==> src/rtl/owrd_pkg.sv <==
package owrd_pkg;
  typedef enum logic [1:0] {
    PH_IDLE = 2'd0,
    PH_LOW  = 2'd1,
    PH_REL  = 2'd2
  } phase_e;

  typedef enum logic {
    SPD_STD = 1'b0,
    SPD_OD  = 1'b1
  } speed_e;
endpackage

==> src/rtl/owrd_sync.sv <==
module owrd_sync #(
  parameter int STAGES = 2
) (
  input  logic clk,
  input  logic rst_n,
  input  logic din,
  output logic dout
);
  logic [STAGES-1:0] q;

  for (genvar i = 0; i < STAGES; i++) begin : g_stage
    if (i == 0) begin : g_first
      always_ff @(posedge clk or negedge rst_n) begin
        if (!rst_n) q[0] <= 1'b1;
        else        q[0] <= din;
      end
    end else begin : g_next
      always_ff @(posedge clk or negedge rst_n) begin
        if (!rst_n) q[i] <= 1'b1;
        else        q[i] <= q[i-1];
      end
    end
  end

  assign dout = q[STAGES-1];
endmodule

==> src/rtl/owrd_tsel.sv <==
module owrd_tsel
  import owrd_pkg::*;
#(
  parameter int CNT_W       = 12,
  parameter int SYNC_STAGES = 2,
  parameter int STD_RL      = 300,
  parameter int STD_SAMP    = 650,
  parameter int STD_SLOT    = 3250,
  parameter int OD_RL       = 50,
  parameter int OD_SAMP     = 90,
  parameter int OD_SLOT     = 400
) (
  input  logic             clk,
  input  logic             rst_n,
  input  logic             load_i,
  input  logic             speed_i,
  output logic [CNT_W-1:0] rl_o,
  output logic [CNT_W-1:0] cap_o,
  output logic [CNT_W-1:0] slot_o
);
  localparam logic [CNT_W-1:0] S_RL   = CNT_W'(STD_RL);
  localparam logic [CNT_W-1:0] S_CAP  = CNT_W'(STD_SAMP + SYNC_STAGES);
  localparam logic [CNT_W-1:0] S_SLOT = CNT_W'(STD_SLOT);
  localparam logic [CNT_W-1:0] O_RL   = CNT_W'(OD_RL);
  localparam logic [CNT_W-1:0] O_CAP  = CNT_W'(OD_SAMP + SYNC_STAGES);
  localparam logic [CNT_W-1:0] O_SLOT = CNT_W'(OD_SLOT);

  speed_e spd;
  assign spd = speed_e'(speed_i);

  // Capture offset includes the synchronizer depth so that the sample
  // instant is defined at the raw line input.
  always_ff @(posedge clk or negedge rst_n) begin
    if (!rst_n) begin
      rl_o   <= S_RL;
      cap_o  <= S_CAP;
      slot_o <= S_SLOT;
    end else if (load_i) begin
      rl_o   <= (spd == SPD_OD) ? O_RL   : S_RL;
      cap_o  <= (spd == SPD_OD) ? O_CAP  : S_CAP;
      slot_o <= (spd == SPD_OD) ? O_SLOT : S_SLOT;
    end
  end

  // timing set frozen between slot starts
  a_r7_timing_latched: assert property (@(posedge clk) disable iff (!rst_n)
    !load_i |=> ($stable(rl_o) && $stable(cap_o) && $stable(slot_o)));
endmodule

==> src/rtl/owrd_seq.sv <==
module owrd_seq
  import owrd_pkg::*;
#(
  parameter int CNT_W = 12
) (
  input  logic             clk,
  input  logic             rst_n,
  input  logic             start_i,
  input  logic             line_s_i,
  input  logic [CNT_W-1:0] rl_i,
  input  logic [CNT_W-1:0] cap_i,
  input  logic [CNT_W-1:0] slot_i,
  output logic             load_o,
  output logic             drive_low_o,
  output logic             busy_o,
  output logic             done_o,
  output logic             bit_o
);
  localparam logic [CNT_W-1:0] CNT_ONE = CNT_W'(1);

  phase_e           ph;
  logic [CNT_W-1:0] cnt;
  logic             smp;

  assign load_o = start_i && (ph == PH_IDLE);

  // cnt equals k at the k-th edge after the start edge.
  always_ff @(posedge clk or negedge rst_n) begin
    if (!rst_n) begin
      ph          <= PH_IDLE;
      cnt         <= '0;
      drive_low_o <= 1'b0;
      busy_o      <= 1'b0;
      done_o      <= 1'b0;
      bit_o       <= 1'b0;
      smp         <= 1'b1;
    end else begin
      done_o <= 1'b0;
      case (ph)
        PH_IDLE: begin
          if (start_i) begin
            ph          <= PH_LOW;
            cnt         <= CNT_ONE;
            drive_low_o <= 1'b1;
            busy_o      <= 1'b1;
          end
        end
        PH_LOW: begin
          cnt <= cnt + 1'b1;
          if (cnt == rl_i) begin
            drive_low_o <= 1'b0;
            ph          <= PH_REL;
          end
        end
        PH_REL: begin
          cnt <= cnt + 1'b1;
          if (cnt == cap_i) smp <= line_s_i;
          if (cnt == slot_i) begin
            ph     <= PH_IDLE;
            busy_o <= 1'b0;
            done_o <= 1'b1;
            bit_o  <= (cnt == cap_i) ? line_s_i : smp;
            cnt    <= '0;
          end
        end
        default: ph <= PH_IDLE;
      endcase
    end
  end

  // the line is only driven inside a slot
  a_r2_drive_within_busy: assert property (@(posedge clk) disable iff (!rst_n)
    drive_low_o |-> busy_o);

  // line released before the capture point
  a_r4_released_at_capture: assert property (@(posedge clk) disable iff (!rst_n)
    (ph == PH_REL && cnt == cap_i) |-> !drive_low_o);

  // done is a single-cycle strobe
  a_r5_done_single: assert property (@(posedge clk) disable iff (!rst_n)
    done_o |=> !done_o);

  // done marks the first idle cycle after a slot
  a_r5_done_ends_busy: assert property (@(posedge clk) disable iff (!rst_n)
    done_o |-> (!busy_o && $past(busy_o)));

  // a start during a slot does not restart the count
  a_r6_no_restart: assert property (@(posedge clk) disable iff (!rst_n)
    (busy_o && start_i && cnt != slot_i) |=> (cnt == $past(cnt) + 1'b1));

  // result changes only together with done
  a_r8_bit_only_on_done: assert property (@(posedge clk) disable iff (!rst_n)
    !$stable(bit_o) |-> done_o);
endmodule

==> src/rtl/owrd_read_slot.sv <==
module owrd_read_slot #(
  parameter int SYNC_STAGES = 2,
  parameter int STD_RL      = 300,
  parameter int STD_SAMP    = 650,
  parameter int STD_SLOT    = 3250,
  parameter int OD_RL       = 50,
  parameter int OD_SAMP     = 90,
  parameter int OD_SLOT     = 400
) (
  input  logic clk,
  input  logic rst_n,
  input  logic start_i,
  input  logic speed_i,
  input  logic line_i,
  output logic drive_low_o,
  output logic busy_o,
  output logic done_o,
  output logic bit_o
);
  localparam int MAX_SLOT = (STD_SLOT > OD_SLOT) ? STD_SLOT : OD_SLOT;
  localparam int CNT_W    = $clog2(MAX_SLOT + 1) + 1;

  logic             line_s;
  logic             load;
  logic [CNT_W-1:0] rl, cap, slot;

  owrd_sync #(.STAGES(SYNC_STAGES)) sync_i (
    .clk  (clk),
    .rst_n(rst_n),
    .din  (line_i),
    .dout (line_s)
  );

  owrd_tsel #(
    .CNT_W      (CNT_W),
    .SYNC_STAGES(SYNC_STAGES),
    .STD_RL     (STD_RL),
    .STD_SAMP   (STD_SAMP),
    .STD_SLOT   (STD_SLOT),
    .OD_RL      (OD_RL),
    .OD_SAMP    (OD_SAMP),
    .OD_SLOT    (OD_SLOT)
  ) tsel_i (
    .clk    (clk),
    .rst_n  (rst_n),
    .load_i (load),
    .speed_i(speed_i),
    .rl_o   (rl),
    .cap_o  (cap),
    .slot_o (slot)
  );

  owrd_seq #(.CNT_W(CNT_W)) seq_i (
    .clk        (clk),
    .rst_n      (rst_n),
    .start_i    (start_i),
    .line_s_i   (line_s),
    .rl_i       (rl),
    .cap_i      (cap),
    .slot_i     (slot),
    .load_o     (load),
    .drive_low_o(drive_low_o),
    .busy_o     (busy_o),
    .done_o     (done_o),
    .bit_o      (bit_o)
  );
endmodule

==> config.mk <==
export PLATFORM = sky130hd
export DESIGN_NAME = owrd_read_slot
export DESIGN_NICKNAME = d
export VERILOG_FILES = /design/src/rtl/owrd_pkg.sv /design/src/rtl/owrd_sync.sv /design/src/rtl/owrd_tsel.sv /design/src/rtl/owrd_seq.sv /design/src/rtl/owrd_read_slot.sv
export SDC_FILE = /design/constraint.sdc
export NUM_CORES = 1
export LEC_CHECK = 0
export ABC_AREA = 1
export BUFFER_PORTS_ARGS = -buffer_cell sky130_fd_sc_hd__clkbuf_2
export CAP_MARGIN = 15
export CORE_ASPECT_RATIO = 1.1
export CORE_MARGIN = 2
export CORE_UTILIZATION = 45
export DETAILED_ROUTE_END_ITERATION = 6
export PLACE_DENSITY_LB_ADDON = 0.3
export SYNTH_ARGS = -nofsm -noshare
export SYNTH_HDL_FRONTEND = slang
export SYNTH_SLANG_ARGS = --single-unit
==> constraint.sdc <==
create_clock -name clk -period 1.8 [get_ports clk]
set_clock_uncertainty 0.1 [all_clocks]
set_input_delay 0.09 -clock clk [delete_from_list [all_inputs] [get_ports clk]]
set_output_delay 0.09 -clock clk [all_outputs]
set_load 0.03 [all_outputs]
==> impl_results.md <==
* Sequential cell area in the final layout at 606 sq um
* Worst slew pin tran at about 0.60 ns
* Synth top area cells: dfrtp_1 (33%), nand2_1 (14%), dfstp_2 (7.0%)
* CTS clock-pin slew for the worst setup and hold paths at 0.14 ns
* Area of the die at 0.00381 sq mm
* CP Max Fanout at 7
* Worst path top cell family by delay: flip-flops
* Number of hold violations in the final report at 0
* Max-cap violations at 0
* Post-synthesis sequential area ratio at 0.404
* Max-slew violation count at 0
* First-pass iteration count of the detailed router at 4
* Total number of yosys warnings at 0
* Final setup violation count at 0
* Logic depth of the worst setup path including buffers at 8
* Worst Reg-to-Reg Cells at 8
* Final worst setup slack at around 0.053 ns
* Post-DR vias/cell at about 5.3
* Fraction of the cycle the final worst path needs at 0.970
* Mean area per synthesized cell at a little over 7 sq um
* Final Util at 0.574
* Arrival time at the worst endpoint at around 1.9 ns
* Flop2flop setup slack at between 0.05 and 0.06 ns
* Most used flip-flop cell after synthesis: dfrtp_1
* Clock latency of the later-clocked register in the worst-skew pair at around 0.34 ns
* Vias in the first global route at approximately 1300
* Violation count after the first detailed-routing iteration at 66
* Total core area at 0.00310 sq mm
* Critical Path Source: seq_i.ph[0]
* Cell occurring most often along the worst timing path: inv_2
* Total of buffers placed on input and output ports at 8
* Reg-to-reg endpoint: seq_i.cnt[8]
* Post-Place Setup Slack at around 0.054 ns
* Setup CP Type: reg -> reg
* Antenna Cells at 0
* Worst rel slew slack at 0.600
* Number of inserted filler cells in the final layout at 285
* Reg2Reg Launch Point: seq_i.ph[0]
* Worst-case clock buffer depth at 2
* Power per Cell Area at approximately 1300 mW/mm^2
* Cell count after synthesis at around 210
* Post-synthesis cell type with the largest combined area: dfrtp_1
* Post-synth top cells: nand2_1 (56), nor2_1 (25), inv_1 (23)
* Overall global routing resource usage at 0.199
* Unique masters post-synth at 25
* Static leakage at between 0.8 and 0.9 nW
* Library cell with the highest instance count after synthesis: nand2_1
* DR vias at ~1400
* Ratio of cells with drive above 1 in the final layout at 0.186
* Worst-path cell with the longest stage delay: dfrtp_1
* Antenna Nets Post-Route at 0
* Initial cell density of the core at 0.483
* Htree depth at 1
* WL per Instance at 12.9 um
* Global placer's final weighted congestion at ~0.90
* Post-Route WL at about 3400 um
* List of cells traversed by the critical path: inv_2 > ha_4 > inv_2 > o21ai_4 > buf_6 > nand3_1 > xor2_1 > a21oi_1
* Post-route DRC violation count at 0
* Share of the synthesized area in the top cell type at 0.334
* Path category of the worst min-delay check: in -> async
* Result of the run: complete, no violations
* Required time of the worst setup path at 1.98 ns
* Wire length of the first global-routing pass at 5860 um
* Number of sinks handled by clock tree synthesis at 24
* Initial antenna violation count at 0
* Highest ir drop seen on vdd at about 0.82 mV
* Number of buffers and inverters on the critical path at 3
* Pin count of the biggest net entering global routing at 25
* Synth async-reset ratio at 1.00
* Area taken by multi-input logic gates at 815 sq um
* Number of flip-flops and latches in the synthesized netlist at 24
* GR Overflow Total at 0
* CP Capture Point: seq_i.cnt[8]
* Cell area after synthesis at 0.00150 sq mm
* Longest individual stage delay on the worst path at 0.41 ns
* EDFF count, synth at 0
* Time the worst path needs with I/O delays and setup at roughly 1.7 ns
* Clock tree from TritonCTS: built
* Root Buffer: clkbuf_4
* Final setup TNS at 0 ns
* Layout overhead on the synthesized area at 18.7%
* HPWL after detailed placement at roughly 2500 um
* Core Rows at 21
* Ports at 9
* Post-Synthesis Net Count at 216
* Maximum operating frequency at about 570 MHz
* Inserted Clock Buffers at 3
* DIE HEIGHT at 64.5 um
* Width of the die at just under 60 um
* Number of nets in the finished design at 242
* CP startpoint kind: flip-flop
* Endpoint type of the worst setup path: flip-flop
==> repair_timing <==
item / in CTS / in global routing
endpoints found under the setup margin: 0 / 10
buffers inserted: 0 / 4
hold endpoints to repair: 24 / 0
hold buffers: 4 / 0
resized for setup: 0 / 8
==> layout by cell type, fill, tap and decap left out, types with 2 or more instances in the layout <==
master         instances
nand2_1               55
nor2_1                25
inv_1                 21
dfrtp_1               20
nand3_1               15
o21ai_0               13
a21oi_1               11
nand4_1                9
buf_4                  9
clkbuf_2               8
xor2_1                 5
inv_2                  4
ha_1                   4
dlygate4sd3_1          4
dfstp_2                4
nand2_2                3
nand2_4                3
clkbuf_4               3
buf_6                  2
==> power breakdown <==
part           switching (W)  total, W  internal, W
clock network       0.000187  0.000413     0.000226
logic               0.000684   0.00114     0.000457
registers          0.0000961  0.000735     0.000639
total               0.000967   0.00229      0.00132
==> worst reg2reg max path: cells and delay by family (launching register included) <==
kind | cells | cell delay [ns]
xor gates and xnor gates | 1 | 0.16
AOI/OAI and AO/OA | 2 | 0.38
DFF | 1 | 0.41
and+or+nand+nor | 1 | 0.10
adders and majority gates | 1 | 0.26
buffers and inverters | 3 | 0.27
==> layout make-up <==
type,count,area share
clock buffers,3,0.0127
clock inverters,1,0.0169
inverters,25,0.0527
multi-input cells,155,0.458
flip-flops and latches,24,0.340
well taps,34,0.0239
repair buffers,23,0.0956
==> worst min-delay path by stage <==
stage	end	cells past startpoint
after floorplan	seq_i.bit_o	0
final	seq_i.cnt[11]	2
after global routing	seq_i.cnt[9]	2
after CTS	seq_i.cnt[11]	2
after detailed placement	seq_i.cnt[11]	1
after global placement	seq_i.cnt[11]	1
==> state kept, by name, indices dropped and copies added (netlist names) <==
name and flops:
seq_i.cnt 13, seq_i.ph 2, tsel_i.cap_o 2, seq_i.bit_o 1, seq_i.busy_o 1, seq_i.done_o 1, seq_i.drive_low_o 1, seq_i.smp 1
sync_i.dout 1, sync_i.q 1
==> cell families (layout without fill, tap and decap cells) <==
kind of cell,after synthesis,after routing,share of synthesized area
xor+xnor,6,6,0.0351
fa+ha+maj,5,5,0.0417
simple gates,115,115,0.341
compound gates,29,29,0.109
flops,24,24,0.404
buf+inv,27,52,0.0693
==> stage by stage <==
| stage | power [W] | hold slack (ns) | std cells | cell area, sq um |
|---|---|---|---|---|
| CTS | 0.00212 | 0.192 | 261 | 1720 |
| global placement | 0.00169 | 0.0312 | 253 | 1620 |
| floorplan | 0.00143 | -0.306 | 206 | 1500 |
| finish | 0.00229 | 0.168 | 265 | 1780 |
| detailed placement | 0.00171 | 0.0335 | 253 | 1620 |
| global route | 0.00247 | 0.223 | 265 | 1780 |
==> routing by layer <==
| layer | global-route usage | vias up | wire length [um] |
|---|---|---|---|
| met2 | 0.300 | 44 | 1570 |
| met4 | 0.0824 | 0 | 60 |
| met1 | 0.290 | 632 | 1580 |
| met5 | 0 | - | 0 |
| li1 | - | 721 | - |
| met3 | 0.0180 | 5 | 203 |
No activity file was read; power rests on OpenSTA's default activity.
